File: src/rtl/adcrd_pkg.sv
package adcrd_pkg;

    typedef enum logic [2:0] {
        ST_ARM   = 3'd0,
        ST_IDLE  = 3'd1,
        ST_HIGH  = 3'd2,
        ST_LOW   = 3'd3,
        ST_FHIGH = 3'd4,
        ST_FLOW  = 3'd5,
        ST_DONE  = 3'd6
    } rd_state_t;

endpackage

File: src/rtl/adcrd_sync.sv
module adcrd_sync #(
    parameter int STAGES = 2
) (
    input  logic clk,
    input  logic rst_n,
    input  logic line_i,
    output logic level_o,
    output logic fall_o
);
    logic [STAGES-1:0] chain_q;
    logic              prev_q;

    generate
        if (STAGES == 1) begin : g_one
            always_ff @(posedge clk) begin
                if (!rst_n) chain_q <= '0;
                else        chain_q <= line_i;
            end
        end else begin : g_many
            always_ff @(posedge clk) begin
                if (!rst_n) chain_q <= '0;
                else        chain_q <= {chain_q[STAGES-2:0], line_i};
            end
        end
    endgenerate

    always_ff @(posedge clk) begin
        if (!rst_n) prev_q <= 1'b0;
        else        prev_q <= chain_q[STAGES-1];
    end

    assign level_o = chain_q[STAGES-1];
    assign fall_o  = prev_q & ~chain_q[STAGES-1];
endmodule

File: src/rtl/adcrd_halfcnt.sv
module adcrd_halfcnt #(
    parameter int HALF_CYC = 5
) (
    input  logic clk,
    input  logic rst_n,
    input  logic run_i,
    output logic last_o
);
    localparam int CW = $clog2(HALF_CYC + 1);
    logic [CW-1:0] cnt_q;

    assign last_o = run_i && (cnt_q == CW'(HALF_CYC - 1));

    always_ff @(posedge clk) begin
        if (!rst_n)                cnt_q <= '0;
        else if (!run_i || last_o) cnt_q <= '0;
        else                       cnt_q <= cnt_q + 1'b1;
    end
endmodule

File: src/rtl/adcrd_timer.sv
module adcrd_timer #(
    parameter int LIMIT = 625000
) (
    input  logic clk,
    input  logic rst_n,
    input  logic run_i,
    output logic expire_o
);
    localparam int TW = $clog2(LIMIT + 1);
    logic [TW-1:0] cnt_q;

    assign expire_o = run_i && (cnt_q == TW'(LIMIT - 1));

    always_ff @(posedge clk) begin
        if (!rst_n)      cnt_q <= '0;
        else if (!run_i) cnt_q <= '0;
        else if (!expire_o) cnt_q <= cnt_q + 1'b1;
    end
endmodule

File: src/rtl/adcrd_capture.sv
module adcrd_capture #(
    parameter int DATA_W = 24,
    parameter int IW     = 5
) (
    input  logic              clk,
    input  logic              rst_n,
    input  logic              clear_i,
    input  logic              wr_i,
    input  logic [IW-1:0]     idx_i,
    input  logic              bit_i,
    output logic [DATA_W-1:0] word_o
);
    generate
        for (genvar b = 0; b < DATA_W; b++) begin : g_bit
            localparam int POS = DATA_W - 1 - b;
            always_ff @(posedge clk) begin
                if (!rst_n)                                word_o[POS] <= 1'b0;
                else if (clear_i)                          word_o[POS] <= 1'b0;
                else if (wr_i && (idx_i == IW'(b)))        word_o[POS] <= bit_i;
            end
        end
    endgenerate
endmodule

File: src/rtl/adcrd_reader.sv
module adcrd_reader
    import adcrd_pkg::*;
#(
    parameter int DATA_W      = 24,
    parameter int HALF_CYC    = 5,
    parameter int CONV_CYC    = 625000,
    parameter int SYNC_STAGES = 2
) (
    input  logic                          clk,
    input  logic                          rst_n,
    input  logic                          rdy_line_i,
    input  logic [$clog2(DATA_W+1)-1:0]   len_i,
    input  logic                          force_hi_i,
    input  logic                          ovr_clr_i,
    output logic                          sclk_o,
    output logic [DATA_W-1:0]             data_o,
    output logic                          valid_o,
    output logic                          overrun_o
);
    localparam int LEN_W = $clog2(DATA_W + 1);

    rd_state_t          state_q, state_nx;
    logic [LEN_W-1:0]   bit_cnt_q;
    logic [LEN_W-1:0]   len_q;
    logic [LEN_W-1:0]   len_eff;
    logic               force_q;
    logic               line_lvl, line_fall;
    logic               in_read, ph_last, tmo;
    logic               take_bit, start_rd;
    logic [DATA_W-1:0]  cap_word;

    adcrd_sync #(.STAGES(SYNC_STAGES)) u_sync (
        .clk     (clk),
        .rst_n   (rst_n),
        .line_i  (rdy_line_i),
        .level_o (line_lvl),
        .fall_o  (line_fall)
    );

    assign in_read = (state_q == ST_HIGH) || (state_q == ST_LOW) ||
                     (state_q == ST_FHIGH) || (state_q == ST_FLOW);

    adcrd_halfcnt #(.HALF_CYC(HALF_CYC)) u_half (
        .clk    (clk),
        .rst_n  (rst_n),
        .run_i  (in_read),
        .last_o (ph_last)
    );

    adcrd_timer #(.LIMIT(CONV_CYC)) u_tmr (
        .clk      (clk),
        .rst_n    (rst_n),
        .run_i    (in_read),
        .expire_o (tmo)
    );

    assign start_rd = (state_q == ST_IDLE) && line_fall;
    assign take_bit = (state_q == ST_HIGH) && ph_last && !tmo;

    adcrd_capture #(.DATA_W(DATA_W), .IW(LEN_W)) u_cap (
        .clk     (clk),
        .rst_n   (rst_n),
        .clear_i (start_rd),
        .wr_i    (take_bit),
        .idx_i   (bit_cnt_q),
        .bit_i   (line_lvl),
        .word_o  (cap_word)
    );

    always_comb begin
        if ((len_i == '0) || (int'(len_i) > DATA_W)) len_eff = LEN_W'(DATA_W);
        else                                          len_eff = len_i;
    end

    // next-state decode
    always_comb begin
        state_nx = state_q;
        unique case (state_q)
            ST_ARM:   if (line_lvl) state_nx = ST_IDLE;
            ST_IDLE:  if (line_fall) state_nx = ST_HIGH;
            ST_HIGH: begin
                if (tmo)          state_nx = ST_ARM;
                else if (ph_last) state_nx = ST_LOW;
            end
            ST_LOW: begin
                if (tmo) state_nx = ST_ARM;
                else if (ph_last) begin
                    if (bit_cnt_q != len_q) state_nx = ST_HIGH;
                    else if (force_q)       state_nx = ST_FHIGH;
                    else                    state_nx = ST_DONE;
                end
            end
            ST_FHIGH: begin
                if (tmo)          state_nx = ST_ARM;
                else if (ph_last) state_nx = ST_FLOW;
            end
            ST_FLOW: begin
                if (tmo)          state_nx = ST_ARM;
                else if (ph_last) state_nx = ST_DONE;
            end
            ST_DONE:  state_nx = ST_ARM;
            default:  state_nx = ST_ARM;
        endcase
    end

    // state register and read bookkeeping
    always_ff @(posedge clk) begin
        if (!rst_n) begin
            state_q   <= ST_ARM;
            bit_cnt_q <= '0;
            len_q     <= '0;
            force_q   <= 1'b0;
        end else begin
            state_q <= state_nx;
            if (start_rd) begin
                bit_cnt_q <= '0;
                len_q     <= len_eff;
                force_q   <= force_hi_i;
            end else if (take_bit) begin
                bit_cnt_q <= bit_cnt_q + 1'b1;
            end
        end
    end

    // registered outputs
    always_ff @(posedge clk) begin
        if (!rst_n) begin
            sclk_o    <= 1'b0;
            valid_o   <= 1'b0;
            data_o    <= '0;
            overrun_o <= 1'b0;
        end else begin
            sclk_o  <= (state_nx == ST_HIGH) || (state_nx == ST_FHIGH);
            valid_o <= (state_nx == ST_DONE);
            if (state_nx == ST_DONE) data_o <= cap_word;
            if (tmo)            overrun_o <= 1'b1;
            else if (ovr_clr_i) overrun_o <= 1'b0;
        end
    end
endmodule

File: config.mk
export PLATFORM = sky130hd
export DESIGN_NAME = adcrd_reader
export DESIGN_NICKNAME = d
export VERILOG_FILES = /design/src/rtl/adcrd_pkg.sv /design/src/rtl/adcrd_sync.sv /design/src/rtl/adcrd_halfcnt.sv /design/src/rtl/adcrd_timer.sv /design/src/rtl/adcrd_capture.sv /design/src/rtl/adcrd_reader.sv
export SDC_FILE = /design/constraint.sdc
export NUM_CORES = 1
export LEC_CHECK = 0
export ABC_CLOCK_PERIOD_IN_PS = 2000
export BUFFER_PORTS_ARGS = -buffer_cell sky130_fd_sc_hd__buf_2
export CAP_MARGIN = 20
export CORE_MARGIN = 1.5
export CORE_UTILIZATION = 49
export CTS_CLUSTER_SIZE = 20
export DETAILED_ROUTE_END_ITERATION = 12
export PLACE_DENSITY = 0.7
export SYNTH_ARGS = -nofsm -noshare
export SYNTH_HDL_FRONTEND = slang
export SYNTH_SLANG_ARGS = --single-unit
File: constraint.sdc
create_clock -name clk -period 2 [get_ports clk]
set_input_delay 0.1 -clock clk [delete_from_list [all_inputs] [get_ports clk]]
set_output_delay 0.1 -clock clk [all_outputs]
set_load 0.03 [all_outputs]
==> flow_summary.json <==
{
  "status": "finished with violations",
  "period_needed_ps": 2070,
  "yosys-top-cells-count": "dfxtp_1, nand2_1, nor2_1",
  "layout-drive-gt1-share_pct": 21.1,
  "viasPerCell": 5.70,
  "synth_ff_type": "dfxtp_1",
  "dpl.hpwl_um": 6240,
  "p_int_mw": 2.70,
  "fin_crit_sh_pct": 104,
  "pwr-share-comb_pct": 2.1,
  "synth_largest_area_cell": "dfxtp_1",
  "setup_slack_ps": -71.9,
  "leakagePower_nw": 1.81,
  "top_usage_layer": "met2",
  "synth_adder_area_share_pct": 2.35,
  "muxShareOfSynthArea_pct": 5.65,
  "syn_nets": 520,
  "track_usage_pct": 22.1,
  "yosys_warnings": 0,
  "routedWlPerCell_um": 15.1,
  "grt_max_degree": 31,
  "cpMaxStageDelayCell": "or4b_4",
  "die_w_um": 96.2,
  "p_switching_mw": 0.693,
  "use_met1_pct": 29.4,
  "drtPass1Iterations": 5,
  "rsz0062_at_grt": "true",
  "hold_viol": 0,
  "ant_nets": 0,
  "drv_slew": 0,
  "grt_use_met3_pct": 3.95,
  "clock_latency_ps": 360,
  "cts.clk_slew.worst_paths_ps": 90,
  "synthSimpleGateAreaFrac_pct": 25.0,
  "start_util_pct": 51.2,
  "cts_buffer_depth": 2,
  "end_kind": "flip-flop",
  "total_power_mw": 3.39,
  "synth_area_mm2": 0.00425,
  "nets": 571,
  "numPortBuffers": 36,
  "violations": "negative setup slack",
  "syn_inst": 502,
  "syn2layout_area_growth_pct": 20.1,
  "slew_headroom_pct": 56.9,
  "clockRootBuffer": "clkbuf_8",
  "cts_tree": "yes",
  "drc": 0,
  "criticalPathCategory": "reg -> reg",
  "num_io_pins": 37,
  "grt_pass1_wl_um": 15900,
  "power.share.switching_pct": 20.4,
  "p_clk_share_pct": 44.2,
  "synth-edff-count": 0,
  "synth_area_leaders": "dfxtp_1, nand2_1, mux2i_1, o41ai_1, a21oi_1",
  "required_ps": 2260,
  "grtUsageMet2_pct": 34.8,
  "crit_path_max_fanout": 4,
  "finalSetupViolCount": 33,
  "cp.arrival_ps": 2330,
  "synth_top_family_by_area": "simple AND/OR/NAND/NOR gates",
  "numClockSinks": 91,
  "rows": 33,
  "die_area_mm2": 0.00924,
  "h-tree-depth": 3,
  "initialDrtViolationCount": 231,
  "ys_ff_latch": 91,
  "synth.most_common_cell": "dfxtp_1",
  "fmaxAchievable_mhz": 483,
  "final_util_pct": 61.5,
  "synth_top_area_share_pct": 42.8,
  "cp_slowest_stage_delay_ps": 530,
  "gp_congestion": 0.813,
  "drv_cap": 0,
  "ys_types": 47,
  "postSynthAreaPerCell_um2": 8.47,
  "synth-seq-area-share_pct": 42.8,
  "start_kind": "flip-flop",
  "synthArstFlopShare_pct": 0,
  "antenna_cells": 0,
  "power_density_mw_per_mm2": 664,
  "cts_buffers": 9,
  "die_height_um": 96.2,
  "peakVddDrop_mv": 0.453,
  "synth-xor-area-share_pct": 3.91,
  "fin_skew_ps": 8.54,
  "synth_compound_area_share_pct": 14.8,
  "grt_pass1_vias": 3414,
  "sequentialPowerShare_pct": 53.6,
  "finalWirelength_um": 10000,
  "post-place-ws_ps": -66.0,
  "path_cells": "or4b_4 > or3_4 > nor2_8 > nor3_4 > buf_6 > clkbuf_16 > mux2i_1",
  "antenna_found_initial": 0,
  "tightest_slew_ps": 646,
  "vias": 3782,
  "core_area_mm2": 0.00830,
  "grt_overflow": 0,
  "hp-class": "in -> reg"
}
==> layer usage <==
layer,share of wire (%),vias to the layer above,wire length [um]
met4,1.4,0,139
met3,3.9,10,395
met1,47,1780,4740
met5,0,-,0
li1,-,1899,-
met2,47,93,4740
==> layout make-up <==
type                       instances  area (um^2)
clock buffer                      11          141
clock inverter                     5          100
fill                             707         3190
inverter                          16         60.1
multi-input combinational        360         2290
sequential                        91         1830
tap                              105          131
timing repair buffer              75          552
==> cell families after synthesis <==
kind of cell | after synthesis
buf+inv | 53
mux | 24
fa+ha+maj | 8
compound gates | 94
xor+xnor | 19
flops | 91
simple gates | 213
==> critical path: cells and delay by family (launching register included) <==
kind / cells / cell delay (ps)
buf+inv: 2 / 300
flops: 1 / 330
mux: 1 / 110
simple gates: 4 / 1230
==> through the flow <==
stage          TNS (ps)  instance area (um^2)  hold WS [ps]  std cells
2_1_floorplan         0                  4270           227        502
3_3_place_gp      -38.5                  4670           311        637
3_5_place_dp       -214                  4670           317        637
4_1_cts            -884                  5010          10.7        658
5_1_grt           -3950                  5110          19.9        663
6_report          -1440                  5110          18.4        663
==> final timing paths <==
check                                  to            from  depth (start not counted)  slack [ps]
worst min-delay path             len_q[1]        len_i[1]                          3          20
worst min register to register  data_o[0]       data_o[0]                          2         460
worst max register to register  data_o[5]  u_tmr.cnt_q[3]                          7         -70
worst max-delay path            data_o[5]  u_tmr.cnt_q[3]                          7         -70
==> sequential cells by signal, summed over array words and instances (netlist names) <==
signal	flops
u_sync.prev_q	1
u_half.cnt_q	3
valid_o	1
bit_cnt_q	5
sclk_o	1
force_q	1
state_q	3
len_q	5
data_o	24
u_sync.chain_q	2
u_tmr.cnt_q	20
u_cap.word_o	24
overrun_o	1
==> cell usage in the layout, fill, tap and decap left out, types with 4 or more instances in the layout <==
master    instances
nor2_1           47
and3_1            6
buf_2            36
nor3_1            9
or3_4             4
or3_1             7
dfxtp_2           5
nand4_1          27
ha_1              8
o211ai_1          4
buf_4            30
mux2i_1          24
xor2_1            6
o41ai_1          22
nand2_1          72
clkbuf_8         10
inv_1            16
a21oi_1          39
xnor2_1          12
and2_1            4
o21ai_0           8
nand3_1          12
dfxtp_1          86
==> what timing repair did <==
item                       4_1_cts  5_1_grt
setup endpoints to repair       51       58
setup buffers                    1        4
gates resized for setup          8       16
hold buffers                     2        0
cloned                           2        2
hold endpoints to repair         2        0
pin swaps                        4       14
==> power groups by stage <==
stage	clock, mW	combinational, mW	sequential (mW)
global placement	0	0.0661	1.86
finish	1.50	0.0726	1.82
global route	1.60	0.0787	1.82
CTS	1.52	0.0714	1.82
detailed placement	0	0.0678	1.86
floorplan	0	0.0427	1.86
No activity file was read; power rests on OpenSTA's default activity.
